**config.mk**
```make
export PLATFORM = sky130hd
export DESIGN_NAME = qt_seq
export DESIGN_NICKNAME = d
export VERILOG_FILES = /design/src/rtl/qt_pkg.sv /design/src/rtl/qt_ctrl.sv /design/src/rtl/qt_datapath.sv /design/src/rtl/qt_seq.sv
export SDC_FILE = /design/constraint.sdc
export NUM_CORES = 1
export LEC_CHECK = 0
export BUFFER_PORTS_ARGS = -buffer_cell sky130_fd_sc_hd__buf_2
export CAP_MARGIN = 0
export CORE_MARGIN = 1
export CORE_UTILIZATION = 60
export CTS_BUF_LIST = sky130_fd_sc_hd__clkbuf_8
export DETAILED_ROUTE_END_ITERATION = 8
export GPL_TIMING_DRIVEN = 0
export PLACE_DENSITY = 0.85
export SLEW_MARGIN = 40
export SYNTH_ARGS = -nofsm -noshare
export SYNTH_HDL_FRONTEND = slang
export SYNTH_SLANG_ARGS = --single-unit
```
**constraint.sdc**
```tcl
create_clock -name clk -period 10.2 [get_ports clk]
set_input_delay 0 -clock clk [delete_from_list [all_inputs] [get_ports clk]]
set_output_delay 0 -clock clk [all_outputs]
set_load 0.05 [all_outputs]
```
**src/rtl/qt_pkg.sv**
```systemverilog
package qt_pkg;

  typedef enum logic [2:0] {
    ST_IDLE  = 3'd0,
    ST_WRITE = 3'd1,
    ST_READ  = 3'd2,
    ST_CHECK = 3'd3,
    ST_DONE  = 3'd4
  } seqState_t;

  // strobes from control to datapath
  typedef struct packed {
    logic clear;     // zero position and counts
    logic sample;    // compare cycle: count a mismatch
    logic stepNext;  // advance along the diagonal
  } seqStrobe_t;

endpackage

```
**src/rtl/qt_ctrl.sv**
```systemverilog
module qt_ctrl
  import qt_pkg::*;
(
  input  logic       clk,
  input  logic       rstN,
  input  logic       start,
  input  logic       overBudget,
  input  logic       lastStep,
  input  logic       inHalf1,
  output seqStrobe_t strobe,
  output logic       memWe,
  output logic       busy,
  output logic       done,
  output logic       unrepairable
);

  seqState_t state, nextState;
  logic      failFlag;

  always_comb begin
    strobe    = '0;
    nextState = state;
    unique case (state)
      ST_IDLE, ST_DONE: begin
        if (start) begin
          strobe.clear = 1'b1;
          nextState    = ST_WRITE;
        end
      end
      ST_WRITE: nextState = ST_READ;
      ST_READ:  nextState = ST_CHECK;
      ST_CHECK: begin
        strobe.sample = 1'b1;
        if (overBudget) begin
          nextState = ST_DONE;
        end else if (lastStep && inHalf1) begin
          nextState = ST_DONE;
        end else begin
          strobe.stepNext = 1'b1;
          nextState       = ST_WRITE;
        end
      end
      default: nextState = ST_IDLE;
    endcase
  end

  always_ff @(posedge clk) begin
    if (!rstN) begin
      state    <= ST_IDLE;
      failFlag <= 1'b0;
    end else begin
      state <= nextState;
      if (strobe.clear) begin
        failFlag <= 1'b0;
      end else if (state == ST_CHECK && overBudget) begin
        failFlag <= 1'b1;
      end
    end
  end

  assign memWe        = (state == ST_WRITE);
  assign busy         = (state == ST_WRITE) || (state == ST_READ) || (state == ST_CHECK);
  assign done         = (state == ST_DONE);
  assign unrepairable = done && failFlag;

endmodule

```
**src/rtl/qt_datapath.sv**
```systemverilog
module qt_datapath
  import qt_pkg::*;
#(
  parameter int ROWS_PER_HALF = 128,
  parameter int COLS          = 256,
  localparam int RB = $clog2(ROWS_PER_HALF),
  localparam int CB = $clog2(COLS),
  localparam int CW = $clog2(ROWS_PER_HALF + 1),
  localparam int AW = 1 + RB + CB
) (
  input  logic          clk,
  input  logic          rstN,
  input  seqStrobe_t    strobe,
  input  logic          memRdata,
  input  logic [CW-1:0] budgetHalf0,
  input  logic [CW-1:0] budgetHalf1,
  output logic [AW-1:0] memAddr,
  output logic          memWdata,
  output logic [CW-1:0] errCount0,
  output logic [CW-1:0] errCount1,
  output logic          overBudget,
  output logic          lastStep,
  output logic          inHalf1
);

  logic          halfSel;
  logic [RB-1:0] rowIdx;
  logic [CB-1:0] colIdx;
  logic [CW-1:0] cntQ [2];
  logic [CW-1:0] curCount;
  logic [CW-1:0] curBudget;
  logic          mismatch;

  assign lastStep = (rowIdx == RB'(ROWS_PER_HALF - 1));
  assign inHalf1  = halfSel;
  assign memAddr  = {halfSel, rowIdx, colIdx};
  assign memWdata = rowIdx[0];
  assign mismatch = (memRdata != rowIdx[0]);

  // position along the diagonal
  always_ff @(posedge clk) begin
    if (!rstN || strobe.clear) begin
      halfSel <= 1'b0;
      rowIdx  <= '0;
      colIdx  <= '0;
    end else if (strobe.stepNext) begin
      if (lastStep) begin
        halfSel <= 1'b1;
        rowIdx  <= '0;
        colIdx  <= '0;
      end else begin
        rowIdx <= rowIdx + 1'b1;
        colIdx <= (colIdx == CB'(COLS - 1)) ? '0 : colIdx + 1'b1;
      end
    end
  end

  // one failure counter per half
  for (genvar h = 0; h < 2; h++) begin : g_cnt
    always_ff @(posedge clk) begin
      if (!rstN || strobe.clear) begin
        cntQ[h] <= '0;
      end else if (strobe.sample && mismatch && (halfSel == 1'(h))) begin
        cntQ[h] <= cntQ[h] + 1'b1;
      end
    end
  end

  assign curCount   = halfSel ? cntQ[1] : cntQ[0];
  assign curBudget  = halfSel ? budgetHalf1 : budgetHalf0;
  assign overBudget = ({1'b0, curCount} + (CW+1)'(mismatch)) > {1'b0, curBudget};
  assign errCount0  = cntQ[0];
  assign errCount1  = cntQ[1];

endmodule

```
**src/rtl/qt_seq.sv**
```systemverilog
module qt_seq
  import qt_pkg::*;
#(
  parameter int ROWS_PER_HALF = 128,
  parameter int COLS          = 256,
  localparam int RB = $clog2(ROWS_PER_HALF),
  localparam int CB = $clog2(COLS),
  localparam int CW = $clog2(ROWS_PER_HALF + 1),
  localparam int AW = 1 + RB + CB
) (
  input  logic          clk,
  input  logic          rstN,
  input  logic          start,
  input  logic [CW-1:0] budgetHalf0,
  input  logic [CW-1:0] budgetHalf1,
  output logic [AW-1:0] memAddr,
  output logic          memWdata,
  output logic          memWe,
  input  logic          memRdata,
  output logic          busy,
  output logic          done,
  output logic          passed,
  output logic          unrepairable,
  output logic          contactReq,
  output logic [CW-1:0] errCount0,
  output logic [CW-1:0] errCount1
);

  seqStrobe_t strobe;
  logic       overBudget;
  logic       lastStep;
  logic       inHalf1;

  qt_ctrl uCtrl (
    .clk          (clk),
    .rstN         (rstN),
    .start        (start),
    .overBudget   (overBudget),
    .lastStep     (lastStep),
    .inHalf1      (inHalf1),
    .strobe       (strobe),
    .memWe        (memWe),
    .busy         (busy),
    .done         (done),
    .unrepairable (unrepairable)
  );

  qt_datapath #(
    .ROWS_PER_HALF (ROWS_PER_HALF),
    .COLS          (COLS)
  ) uDp (
    .clk         (clk),
    .rstN        (rstN),
    .strobe      (strobe),
    .memRdata    (memRdata),
    .budgetHalf0 (budgetHalf0),
    .budgetHalf1 (budgetHalf1),
    .memAddr     (memAddr),
    .memWdata    (memWdata),
    .errCount0   (errCount0),
    .errCount1   (errCount1),
    .overBudget  (overBudget),
    .lastStep    (lastStep),
    .inHalf1     (inHalf1)
  );

  assign passed     = done && !unrepairable;
  assign contactReq = unrepairable;

endmodule

```
-- Word level (Yosys, flattened, before mapping)
Memories as Yosys holds them, arrays and structs flattened.
Index checks and enable logic that the tools add are counted.
- flip-flop bits (word level): 20
- RAM bits: 16
- input port bits: 20
- output and inout bits: 39
- logic and storage cells: 64
- memories: 1
- add/sub/neg operators: 5
- $lt $le $gt $ge: 1
- equal/unequal tests: 8
- muxes and demuxes: 24
- bitwise operators: 4
- reduce and logical (&&, ||, !) cells: 16
- memory list (name ; words ; width ; rd ports ; clocked after memory_dff ; wr ports ; line ; text):
    uDp.cntQ ; 2 ; 8 ; 2 ; 0 ; 2 ; qt_datapath.sv:29 ; logic [CW-1:0] cntQ [2];
- operators with widths (operator ; count):
    $mux W8 ; 6
    $add A8 B1 Y8 const B ; 3
    $mux W1 ; 12
    $pmux W3 S4 ; 1
    $add A8 B1 Y9 ; 1
    $gt A9 B8 Y1 ; 1
    $mux W3 ; 3
    $eq A8 B8 Y1 const B ; 1
    $add A7 B1 Y7 const B ; 1
    $eq A7 B7 Y1 const B ; 1
    $logic_and A1 B1 Y1 ; 7
    $mux W7 ; 1
    $eq A3 B2 Y1 const B ; 2
    $reduce_or A2 Y1 ; 2
    $eq A3 B1 Y1 const B ; 1
    $eq A3 B3 Y1 const B ; 1
    $logic_not A3 Y1 ; 1
    $logic_or A1 B1 Y1 ; 3
    $logic_not A1 Y1 ; 2
    $mux W2 ; 1
    $ne A2 B2 Y1 const B ; 1
    $not A1 Y1 ; 2
    $or A1 B1 Y1 ; 2
    $reduce_and A2 Y1 ; 1
    $ne A1 B1 Y1 ; 1

-- Longest topological paths before layout
Gate-level depths: netlist of the first run.
- word-level depth: 11
- mapped depth: 16
- gate-level depth less buffers: 12

-- Cells and area by module
Synthesis of the first run repeated with hierarchy kept, for this count alone.
- cell total of the unflattened synthesis: 254
- area total of the unflattened synthesis: 2397.3 um^2
- modules (own cells, without submodules) (module ; times used ; cells each ; area each (um^2) ; sequential area each (um^2)):
    qt_datapath ; 1 ; 224 ; 2113.3 ; 800.8
    qt_ctrl ; 1 ; 28 ; 262.8 ; 80.1
    qt_seq ; 1 ; 2 ; 21.3 ; 0.0

-- Worst setup path before layout of the first run
No wires, ideal clock.
- kind: register to register
- from: register uDp.halfSel, in the netlist uDp.inHalf1
- to: register uDp.colIdx[2]
- library setup time: 0.074 ns
- arrival time: 3.806 ns
- required time: 10.126 ns
- setup slack: 6.321 ns
- stages on the path, launching flop included: 16
- path buffers: 3
- clock period less this slack: 3.879 ns
- cell sequence: dfxtp_1 -> clkbuf_1 -> buf_1 -> mux2_2 -> ha_1 -> ha_1 -> nand2_1 -> nor2_1 -> xnor2_1 -> ha_1 -> a211oi_2 -> nand2b_4 -> o32a_4 -> buf_6 -> or4_1 -> a21oi_1
- word-level cells in the longest chain between the ends: 5
- elaborated cells on any way between the ends: 8
- classes of those cells: add/sub: 1; order compare: 1; mux: 5; reduce/logical: 1
- ends and longest elaborated chain (what ; line ; text):
    start, declared ; qt_datapath.sv:26 ; logic halfSel;
    start signal, assigned ; qt_datapath.sv:43 ; halfSel <= 1'b0;
    start signal, assigned ; qt_datapath.sv:48 ; halfSel <= 1'b1;
    $mux W8 ; qt_datapath.sv:69 ; assign curCount = halfSel ? cntQ[1] : cntQ[0];
    $add A8 B1 Y9 ; qt_datapath.sv:71 ; assign overBudget = ({1'b0, curCount} + (CW+1)'(mismatch)) > {1'b0, curBudget};
    $gt A9 B8 Y1 ; qt_datapath.sv:71 ;
    $mux W1 (*) ; qt_ctrl.sv:34 ; if (overBudget) begin
    $mux W2 (*) ; qt_ctrl.sv:23 ; unique case (state)
    end signal, assigned ; qt_datapath.sv:53 ; colIdx <= (colIdx == CB'(COLS - 1)) ? '0 : colIdx + 1'b1;
    end, declared ; qt_datapath.sv:28 ; logic [CB-1:0] colIdx;
Mark *: on every way between the ends. The rest lies on a longest branch, timed or not.
A chain may end at the register's enable or synchronous reset.

-- Final worst setup path of the first run
- from: register uDp.halfSel, in the netlist uDp.inHalf1
- to: register uDp.colIdx[0]
Same word-level chain as after synthesis.

==> results of run 1 <==
## state kept, by name (all words and copies together), names as in the netlist
name / cells
uDp.rowIdx: 7
uDp.inHalf1: 1
uCtrl.failFlag: 1
uDp.cntQ: 16
uCtrl.state: 3
uDp.colIdx: 8
## layout make-up
cell class	instances	area [um^2]	share of cell area, %
timing repair buffer	59	300	10.2
buffer	14	73.8	2.51
tap	48	60.1	2.04
clock inverter	3	38.8	1.32
multi-input combinational	219	1500	50.8
sequential	36	881	29.9
inverter	7	26.3	0.892
clock buffer	5	68.8	2.34
## stage by stage
stage	power [mW]	hold WS, ns	area (um^2)	setup WS (ns)	instances
3_5_place_dp	0.257	0.262	2830	5.63	382
5_1_grt	0.394	0.0608	2950	5.05	391
2_1_floorplan	0.233	0.117	2470	6.32	276
6_report	0.381	0.0553	2950	5.50	391
3_3_place_gp	0.254	0.263	2820	5.72	382
4_1_cts	0.380	0.0574	2950	5.57	391
## per-layer routing
metal	global-route usage, %	wire length [um]	vias up
met4	12.2	133	0
met1	43.0	2730	1099
met5	0	0	-
li1	-	-	1159
met2	49.5	2730	121
met3	6.55	488	12
## what timing repair did
action / in CTS / in global routing
setup buffers: 0 / 0
hold buffers: 1 / 0
endpoints found under the hold margin: 3 / 0
## where the power goes
| group | internal (mW) | switching [mW] |
|---|---|---|
| logic | 0.0264 | 0.0579 |
| registers | 0.159 | 0.0123 |
| clock network | 0.0716 | 0.0540 |
## cells in the final DEF, fill, tap and decap left out, types with 3 or more instances in the layout
master    instances
buf_2            60
o21a_1            3
o21ai_0          11
ha_1             14
or4_1             8
or3_1             3
and3_1           11
o31ai_1           9
mux2_2            4
clkbuf_8          5
edfxtp_1         16
mux2i_1          12
buf_4             3
clkbuf_1          6
dfxtp_1          20
xor2_1           14
and2_1            4
xnor2_1           5
nand2_1          16
nor2_1           29
nand3_1          21
inv_1             8
a21oi_1          20
nand4_1           6
## logic make-up (layout without fill, tap and decap cells)
kind of cell / Yosys count / after routing / share of synthesized area, %
AO/OA/AOI/OAI: 57 / 57 / 15.0
XOR/XNOR: 19 / 19 / 6.74
adder cells (fa/ha/maj): 14 / 14 / 7.09
buffers and inverters: 21 / 88 / 4.05
flip-flops: 36 / 36 / 35.7
multiplexers: 16 / 16 / 6.69
AND/OR/NAND/NOR: 113 / 113 / 24.7
## final timing paths
kind | startpoint | end | slack, ns | depth (start not counted)
hold / removal | start | uCtrl.state[2]$_SDFFE_PN0P_ | 0.06 | 3
setup reg to reg | uDp.inHalf1$_SDFFE_PP0P_ | uDp.colIdx[0]$_SDFFE_PP0P_ | 5.50 | 16
hold reg to reg | uDp.colIdx[7]$_SDFFE_PP0P_ | uDp.colIdx[7]$_SDFFE_PP0P_ | 0.50 | 2
setup / recovery | uDp.inHalf1$_SDFFE_PP0P_ | uDp.colIdx[0]$_SDFFE_PP0P_ | 5.50 | 16
## worst min-delay path: cells and delay by family
kind / cells / cell delay (ns)
buf+inv: 1 / 0.11
simple gates: 1 / 0.05
compound gates: 1 / 0.15
==> metrics.txt, run 1 <==
status=finished, final reports clean; diode count=0; Die Footprint=4380 um^2; worst endpoint required time=10.42 ns; clock tree buffer depth=2; post-route antenna net violation count=0; Die Wd=66.2 um; ys flop type=dfxtp_1; syn_nets=310; Synth Area per Inst=8.95 um^2; leakage=1.25 nW; chip height=66.2 um; clk sinks=36; Critical Path End Type=flip-flop; post-synth top area share=19.5%; cell taking the most area after synthesis=edfxtp_1; mean routed wirelength per cell=15.6 um; sequential area share after synthesis=35.7%; Final GP Congestion=0.824; Cell variety after synth=47; Post-Syn Instances=276; final core occ=77.5%; Slowest cell on crit path=o32ai_1; worst vdd ir=0.000129 V; initial antenna violation count=0; Pre-antenna DRT Iters=4; via/cell ratio=6.12; # H-tree levels=2; Hold Vio Cnt, Final=0; via count=2391; final-report setup violation count=0; f_max=213 MHz; Pwr per Cell Area=129 nW/um^2; YS warnings=0; layout cells sized above 1=23.3%; pin count of the biggest net entering global routing=12; post-DP HPWL=4.32 mm; Final min period=4.70 ns; count leader, synth=nor2_1; crit start category=flip-flop; Synth Register Bits=36; Final period util=46.1%; number of fill cells=274; root buffer cell=clkbuf_8; number of max-cap violations=0; Final #Nets=376; # IOs=59; crit-path max cell delay=0.55 ns; Skew-Pair Late Insertion Delay=0.29 ns; Worst Hold Class=in -> reg; Worst Path Arrival=4.93 ns; TNS Setup=0 ns; DRT Wirelength=6.08 mm; fin. max-slew vios=0; vias in the first global route=2265; Slew @ Worst Pin=0.773 ns; WS Path Type=reg -> reg; Worst Skew=0.00557 ns; Post-synth EDFFs=16; Cell Chain, Critical Path=clkbuf_1 -> buf_1 -> mux2_2 -> ha_1 -> ha_1 -> nand2_1 -> nor2_1 -> xnor2_1 -> ha_1 -> nand4_1 -> o32ai_1 -> o32a_4 -> buf_6 -> buf_2 -> o21ai_0 -> a21oi_1; overall routing resource usage=31.8%; I/O Buffers=58; cell family with most CP delay=buffers and inverters; core area=3800 um^2; most frequent cells after synthesis=nor2_1 (29), nand3_1 (21), a21oi_1 (20), dfxtp_1 (20); clock-pin slew on the worst setup and hold paths=0.08 ns; RSZ-0062 raised after global routing=no; Critical Path Most Common Cell=ha_1; mapped cell area=2470 um^2; initial DRC count=199; first-pass GRT wire length=10.5 mm; Crit path buffers/inverters=4; crit path max fanout=10; Relative slew margins=48.1%; post-CTS resize count=0; Num CTS Buffers=5; initial core utilization=65.0%; Layout area overhead=19.3%; GRT Residual Overflow=0; leading post-synthesis cells by cell area=edfxtp_1 (19%), dfxtp_1 (16%), ha_1 (7.1%); DRC Markers=0; TritonCTS clock tree=yes; Rows=22; Async SR Flop Fraction=0%
No activity file was read; power rests on OpenSTA's default activity.
==> run 2: changes to the inputs <==
CORE_UTILIZATION = 50   (was 60)
PLACE_DENSITY = 0.75   (was 0.85)
clock period = 3.8 ns   (was 10.2 ns; I/O delays follow)
==> run 2 against run 1 <==
Against the previous run: global-route usage decreased by 7.9 points; maximum frequency rose by 31%; combinational power grew to 2.9 times the previous value; first-iteration DRC count decreased by 25%; critical path depth fell by 2; worst hold slack better by 0.011 ns; non-clock buffer count rose by 5; power rose to 2.6 times the previous value; core utilization is 13 points lower.
==> metrics.txt, run 2 (synthesis results as in run 1) <==
status=finished, final reports clean; TritonCTS clock tree=yes; # IOs=59; GRT Residual Overflow=0; Critical Path End Type=flip-flop; pin count of the biggest net entering global routing=12; final core occ=64.6%; initial core utilization=52.3%; chip height=72.3 um; WS Path Type=reg -> reg; clock-pin slew on the worst setup and hold paths=0.07 ns; fin cells=415; crit start category=flip-flop; Worst Path Arrival=3.82 ns; Rows=25; DRC Markers=0; Cell Chain, Critical Path=buf_8 -> mux2_2 -> ha_1 -> ha_2 -> nand2_1 -> nor2_1 -> xnor2_1 -> ha_1 -> nand4_1 -> o32ai_4 -> o32a_4 -> buf_6 -> or4_1 -> a21oi_1; Worst Hold Class=in -> reg; root buffer cell=clkbuf_8; initial DRC count=149; Worst Skew=0.00472 ns; Slew @ Worst Pin=0.712 ns; most frequent cells in the layout=buf_2 (59), nor2_1 (29), nand3_1 (21); worst endpoint required time=4.02 ns; area taken by multi-input logic gates=1530 um^2; I/O Buffers=58; Die Wd=72.3 um; diode count=0; crit path max fanout=19; first-pass GRT wire length=9.76 mm; sequential cell area=885 um^2; Final GP Congestion=0.851; Skew-Pair Late Insertion Delay=0.29 ns; layout cells sized above 1=26.4%; fin. max-slew vios=0; total power=982 uW; hold slack final=0.0666 ns; Relative slew margins=52.2%; crit-path max cell delay=0.47 ns; number of fill cells=412; Hold Vio Cnt, Final=0; Reg with most FFs=uDp.cntQ; Critical Path Most Common Cell=ha_1; clock tree buffer depth=2; Pre-antenna DRT Iters=4; mean routed wirelength per cell=14.8 um; post-route antenna net violation count=0; clk sinks=36; dpl cells=401; Num CTS Buffers=5; final-report setup violation count=0; Die Footprint=5230 um^2; # H-tree levels=2; max FFs per register=16; via count=2358; DRT Wirelength=6.15 mm; Final period util=94.7%; Placed Instance Area=2850 um^2; overall routing resource usage=23.9%; vias in the first global route=2073; leakage=1.28 nW; number of max-cap violations=0; via/cell ratio=5.68; initial antenna violation count=0; f_max=278 MHz; core area=4720 um^2; worst vdd ir=0.000177 V; Final min period=3.60 ns; top flop regs=uDp.cntQ: 16 flops, uDp.colIdx: 8 flops, uDp.rowIdx: 7 flops; Pwr per Cell Area=322 nW/um^2; Slowest cell on crit path=or4_1; Final #Nets=381; most common cell after layout, fill and taps aside=buf_2; post-DP HPWL=4.37 mm; fin area=3050 um^2; Layout area overhead=23.6%
-- run 2: changes by cell type in the layout (fill, tap and decap cells not counted), sizes merged --
cell | before | now
clkbuf | 11 | 12
buf | 66 | 71
bufinv | 1 | 0
clkinvlp | 0 | 1
clkinv | 1 | 0
-- run 2: worst paths after layout --
path / from / endpoint / slack (ns) / cells after the start
max reg2reg: uDp.inHalf1$_SDFFE_PP0P_ / uDp.colIdx[2]$_SDFFE_PP0P_ / 0.20 / 14
max: uDp.inHalf1$_SDFFE_PP0P_ / uDp.colIdx[2]$_SDFFE_PP0P_ / 0.20 / 14
min: start / uCtrl.state[2]$_SDFFE_PN0P_ / 0.07 / 3
min reg2reg: uDp.colIdx[7]$_SDFFE_PP0P_ / uDp.colIdx[7]$_SDFFE_PP0P_ / 0.50 / 2
-- run 2: routing by layer --
| metal | track usage [%] | part of all wire, % | vias up |
|---|---|---|---|
| met1 | 30.8 | 46 | 1108 |
| met2 | 41.5 | 48 | 72 |
| met4 | 7.63 | 1.5 | 0 |
| met5 | 0 | 0 | - |
| met3 | 3.06 | 4.6 | 11 |
| li1 | - | - | 1167 |
-- run 2: what timing repair did --
action                                  in CTS  in global routing
pin swaps                                    1                  6
endpoints found under the hold margin        2                  0
gates resized for setup                      9                  6
buffers inserted                             1                  5
endpoints found under the setup margin      19                 16
hold buffers                                 1                  0
-- run 2: metrics by stage --
step,setup WS [ns],setup TNS (ns)
global placement,-0.624,-8.41
CTS,0.0129,0
detailed placement,-0.593,-8.03
floorplan,0.0580,0
global route,-0.0102,-0.0102
finish,0.202,0
-- run 2: report_power, final --
| part | switching (mW) | internal [mW] | total [mW] | leakage [nW] |
|---|---|---|---|---|
| registers | 0.0324 | 0.425 | 0.457 | 0.336 |
| logic | 0.162 | 0.0798 | 0.242 | 0.894 |
| clock network | 0.139 | 0.145 | 0.284 | 0.0486 |
| total | 0.333 | 0.649 | 0.982 | 1.28 |
-- run 2: critical path, delay by kind of cell, from the launching register on --
kind                       cells  cell delay [ns]
AOI/OAI and AO/OA              3             0.71
xor gates and xnor gates       1             0.17
adders and majority gates      3             0.72
buffers and inverters          2             0.33
DFF                            1             0.37
muxes                          1             0.35
and+or+nand+nor                4             0.87
-- run 2: area by class of cell --
type	instances	area share [%]
multi-input cells	219	50.3
flip-flops and latches	36	29.0
repair buffers	65	11.3
plain buffers	13	2.75
well taps	67	2.75
clock buffers	6	2.71
inverters	7	0.861
clock inverters	2	0.369
==> run 3: changes to the inputs <==
PLACE_DENSITY = 0.76   (was 0.75)
SYNTH_HIERARCHICAL = 1   (was default)
==> run 3 against run 2 <==
Against the previous run: the run now ends with design-rule violations left; die area is 2.9% lower; first-iteration DRC count is 8.7% lower; clock power is 2% lower; sequential share of layout area is 0.28 points higher; sequential power is 15% higher; global-route usage is 3.4 points lower; combinational power is 150% higher; critical endpoint is now uDp/rowIdx[5]$_SDFFE_PP0P_.
==> metrics.txt, run 3 <==
final core occ=67.6%; Worst Skew=0.00443 ns; Final GP Congestion=0.833; Sw Pwr=596 uW; worst endpoint required time=4.02 ns; initial DRC count=136; Sw Ratio=42.4%; leakage=1.28 nW; DRT Wirelength=5.48 mm; vias in the first global route=1799; GRT Residual Overflow=0; clock-pin slew on the worst setup and hold paths=0.07 ns; Die Footprint=5080 um^2; fin cells=381; Crit path buffers/inverters=1; Post-synth EDFFs=16; met2 Use GR=30.6%; TritonCTS clock tree=yes; count leader, synth=nor2_1; YS warnings=6; f_max=275 MHz; chip height=71.2 um; Layout area overhead=26.3%; post-DP HPWL=3.80 mm; M3 GR Usage=4.08%; crit-path max cell delay=0.39 ns; ys flop type=dfxtp_1; final-report setup violation count=0; via count=2108; status=finished with violations; sequential cell area=886 um^2; DRC Markers=7; crit start category=flip-flop; syn_nets=288; layout cells sized above 1=34.7%; Slew @ Worst Pin=0.842 ns; Critical Path End Type=flip-flop; Num CTS Buffers=5; Worst Path Arrival=3.85 ns; Relative slew margins=43.5%; Slowest cell on crit path=dfxtp_4; sequential share of power=37.3%; Cell variety after synth=49; TNS Setup=0 ns; sequential area share after synthesis=36.7%; cell family with most CP delay=simple AND/OR/NAND/NOR gates; initial core utilization=53.6%; overall routing resource usage=20.5%; max FFs per register=16; leading post-synthesis cells by cell area=edfxtp_1 (20%), dfxtp_1 (17%), ha_1 (7.3%); Worst Hold Class=in -> reg; clk sinks=36; Pwr per Cell Area=465 nW/um^2; Final #Nets=362; Cell Chain, Critical Path=buf_12 -> mux2_4 -> ha_4 -> nand4b_1 -> a211oi_2 -> xnor2_1 -> mux2i_1 -> ha_1 -> and3_4 -> a221oi_2 -> o22ai_2 -> a21oi_2 -> and2_4 -> nand4_1 -> or3_4 -> a21oi_2; dpl cells=364; hold slack final=0.0708 ns; failing checks=design-rule violations; Hold Vio Cnt, Final=0; Final min period=3.63 ns; most common cell after layout, fill and taps aside=buf_2; first-pass GRT wire length=8.29 mm; core area=4470 um^2; Final period util=95.6%; fin. max-slew vios=0; initial antenna violation count=0; Die Wd=71.2 um; Reg with most FFs=uDp/cntQ; combinational group share of total power=43.0%; Critical Path Most Common Cell=a21oi_2; WS Path Type=reg -> reg; crit path max fanout=10; cell taking the most area after synthesis=edfxtp_1; worst vdd ir=0.000303 V; top flop regs=uDp/cntQ: 16 flops, uDp/colIdx: 8 flops, uDp/rowIdx: 7 flops; P_int=811 uW; area taken by multi-input logic gates=1480 um^2; met1 Use GR=30.1%; layer with the highest usage=met2; # IOs=59; clock tree buffer depth=2; number of fill cells=348; pin count of the biggest net entering global routing=12; # H-tree levels=2; Synth Register Bits=36; post-route antenna net violation count=0; Skew-Pair Late Insertion Delay=0.28 ns; Synth Area per Inst=9.44 um^2; Rows=24; via/cell ratio=5.53; most frequent cells after synthesis=nor2_1 (32), dfxtp_1 (20), edfxtp_1 (16); mean routed wirelength per cell=14.4 um; clock power share=19.7%; diode count=0; most frequent cells in the layout=buf_2 (60), nor2_1 (32), dfxtp_1 (18); Post-Syn Instances=254; root buffer cell=clkbuf_8; post-synth top area share=20.0%; total power=1.41 mW; Async SR Flop Fraction=0%; number of max-cap violations=0; Pre-antenna DRT Iters=7; I/O Buffers=58; mapped cell area=2400 um^2
## run 3: cell count changes after synthesis, sizes merged, moves of 6 or more
cell   before  now
xnor2       5   15
nand3      21   11
or4         8    0
o21ai      13    6
a21oi      20   10
o31ai       9    0
and3       11    5
## run 3: path summary, 6_finish.rpt
path / slack (ns) / start / depth (start not counted) / endpoint
max reg2reg: 0.17 / uDp/inHalf1$_SDFFE_PP0P_ / 16 / uDp/rowIdx[5]$_SDFFE_PP0P_
max: 0.17 / uDp/inHalf1$_SDFFE_PP0P_ / 16 / uDp/rowIdx[5]$_SDFFE_PP0P_
min reg2reg: 0.49 / uCtrl/failFlag$_SDFFE_PP0P_ / 2 / uCtrl/failFlag$_SDFFE_PP0P_
min: 0.07 / rstN / 3 / uCtrl/state[1]$_SDFFE_PN0P_
## run 3: layout make-up
class / instances / area share (%)
clock inverters: 2 / 0.331
inverters: 11 / 1.36
flip-flops and latches: 36 / 29.3
well taps: 52 / 2.15
plain buffers: 12 / 3.14
multi-input cells: 194 / 48.9
repair buffers: 68 / 12.2
clock buffers: 6 / 2.73
## run 3: routing by layer
| metal | up-vias | part of all wire (%) |
|---|---|---|
| li1 | 1056 | - |
| met1 | 984 | 49 |
| met2 | 66 | 46 |
| met3 | 2 | 4.9 |
| met4 | 0 | 0.53 |
| met5 | - | 0 |
## run 3: repair_timing
| item | 4_1_cts | 5_1_grt |
|---|---|---|
| cloned | 0 | 1 |
| buffers inserted | 2 | 7 |
| pin swaps | 4 | 11 |
| gates resized for setup | 8 | 16 |
| endpoints found under the hold margin | 2 | 0 |
| endpoints found under the setup margin | 16 | 16 |
| hold buffers | 1 | 0 |
## run 3: cells by family (layout without fill, tap and decap cells)
kind of cell	Yosys count	in the layout	share of synthesized area, %
fa+ha+maj	14	14	7.31
buf+inv	25	99	5.69
mux	17	17	7.25
flops	36	36	36.7
simple gates	102	103	23.4
xor+xnor	29	29	10.9
compound gates	31	31	8.72
## run 3: through the flow
step,instance area (um^2),setup slack (ns)
6_report,3030,0.169
5_1_grt,3030,-0.0766
4_1_cts,2910,0.0155
3_5_place_dp,2770,-0.341
3_3_place_gp,2770,-0.298
2_1_floorplan,2420,0.0311
## run 3: power groups by stage
stage / clock network (mW) / registers [mW] / logic (mW)
finish: 0.278 / 0.524 / 0.605
global route: 0.304 / 0.535 / 0.644
CTS: 0.287 / 0.524 / 0.569
detailed placement: 0 / 0.533 / 0.556
global placement: 0 / 0.533 / 0.548
floorplan: 0 / 0.648 / 0.309
## run 3: worst reg2reg max path, delay by kind of cell, from the launching register on
family          cells  cell delay, ns
compound gates      5            0.99
xor+xnor            1            0.10
fa+ha+maj           2            0.42
buf+inv             1            0.14
flops               1            0.39
mux                 2            0.43
simple gates        5            1.11
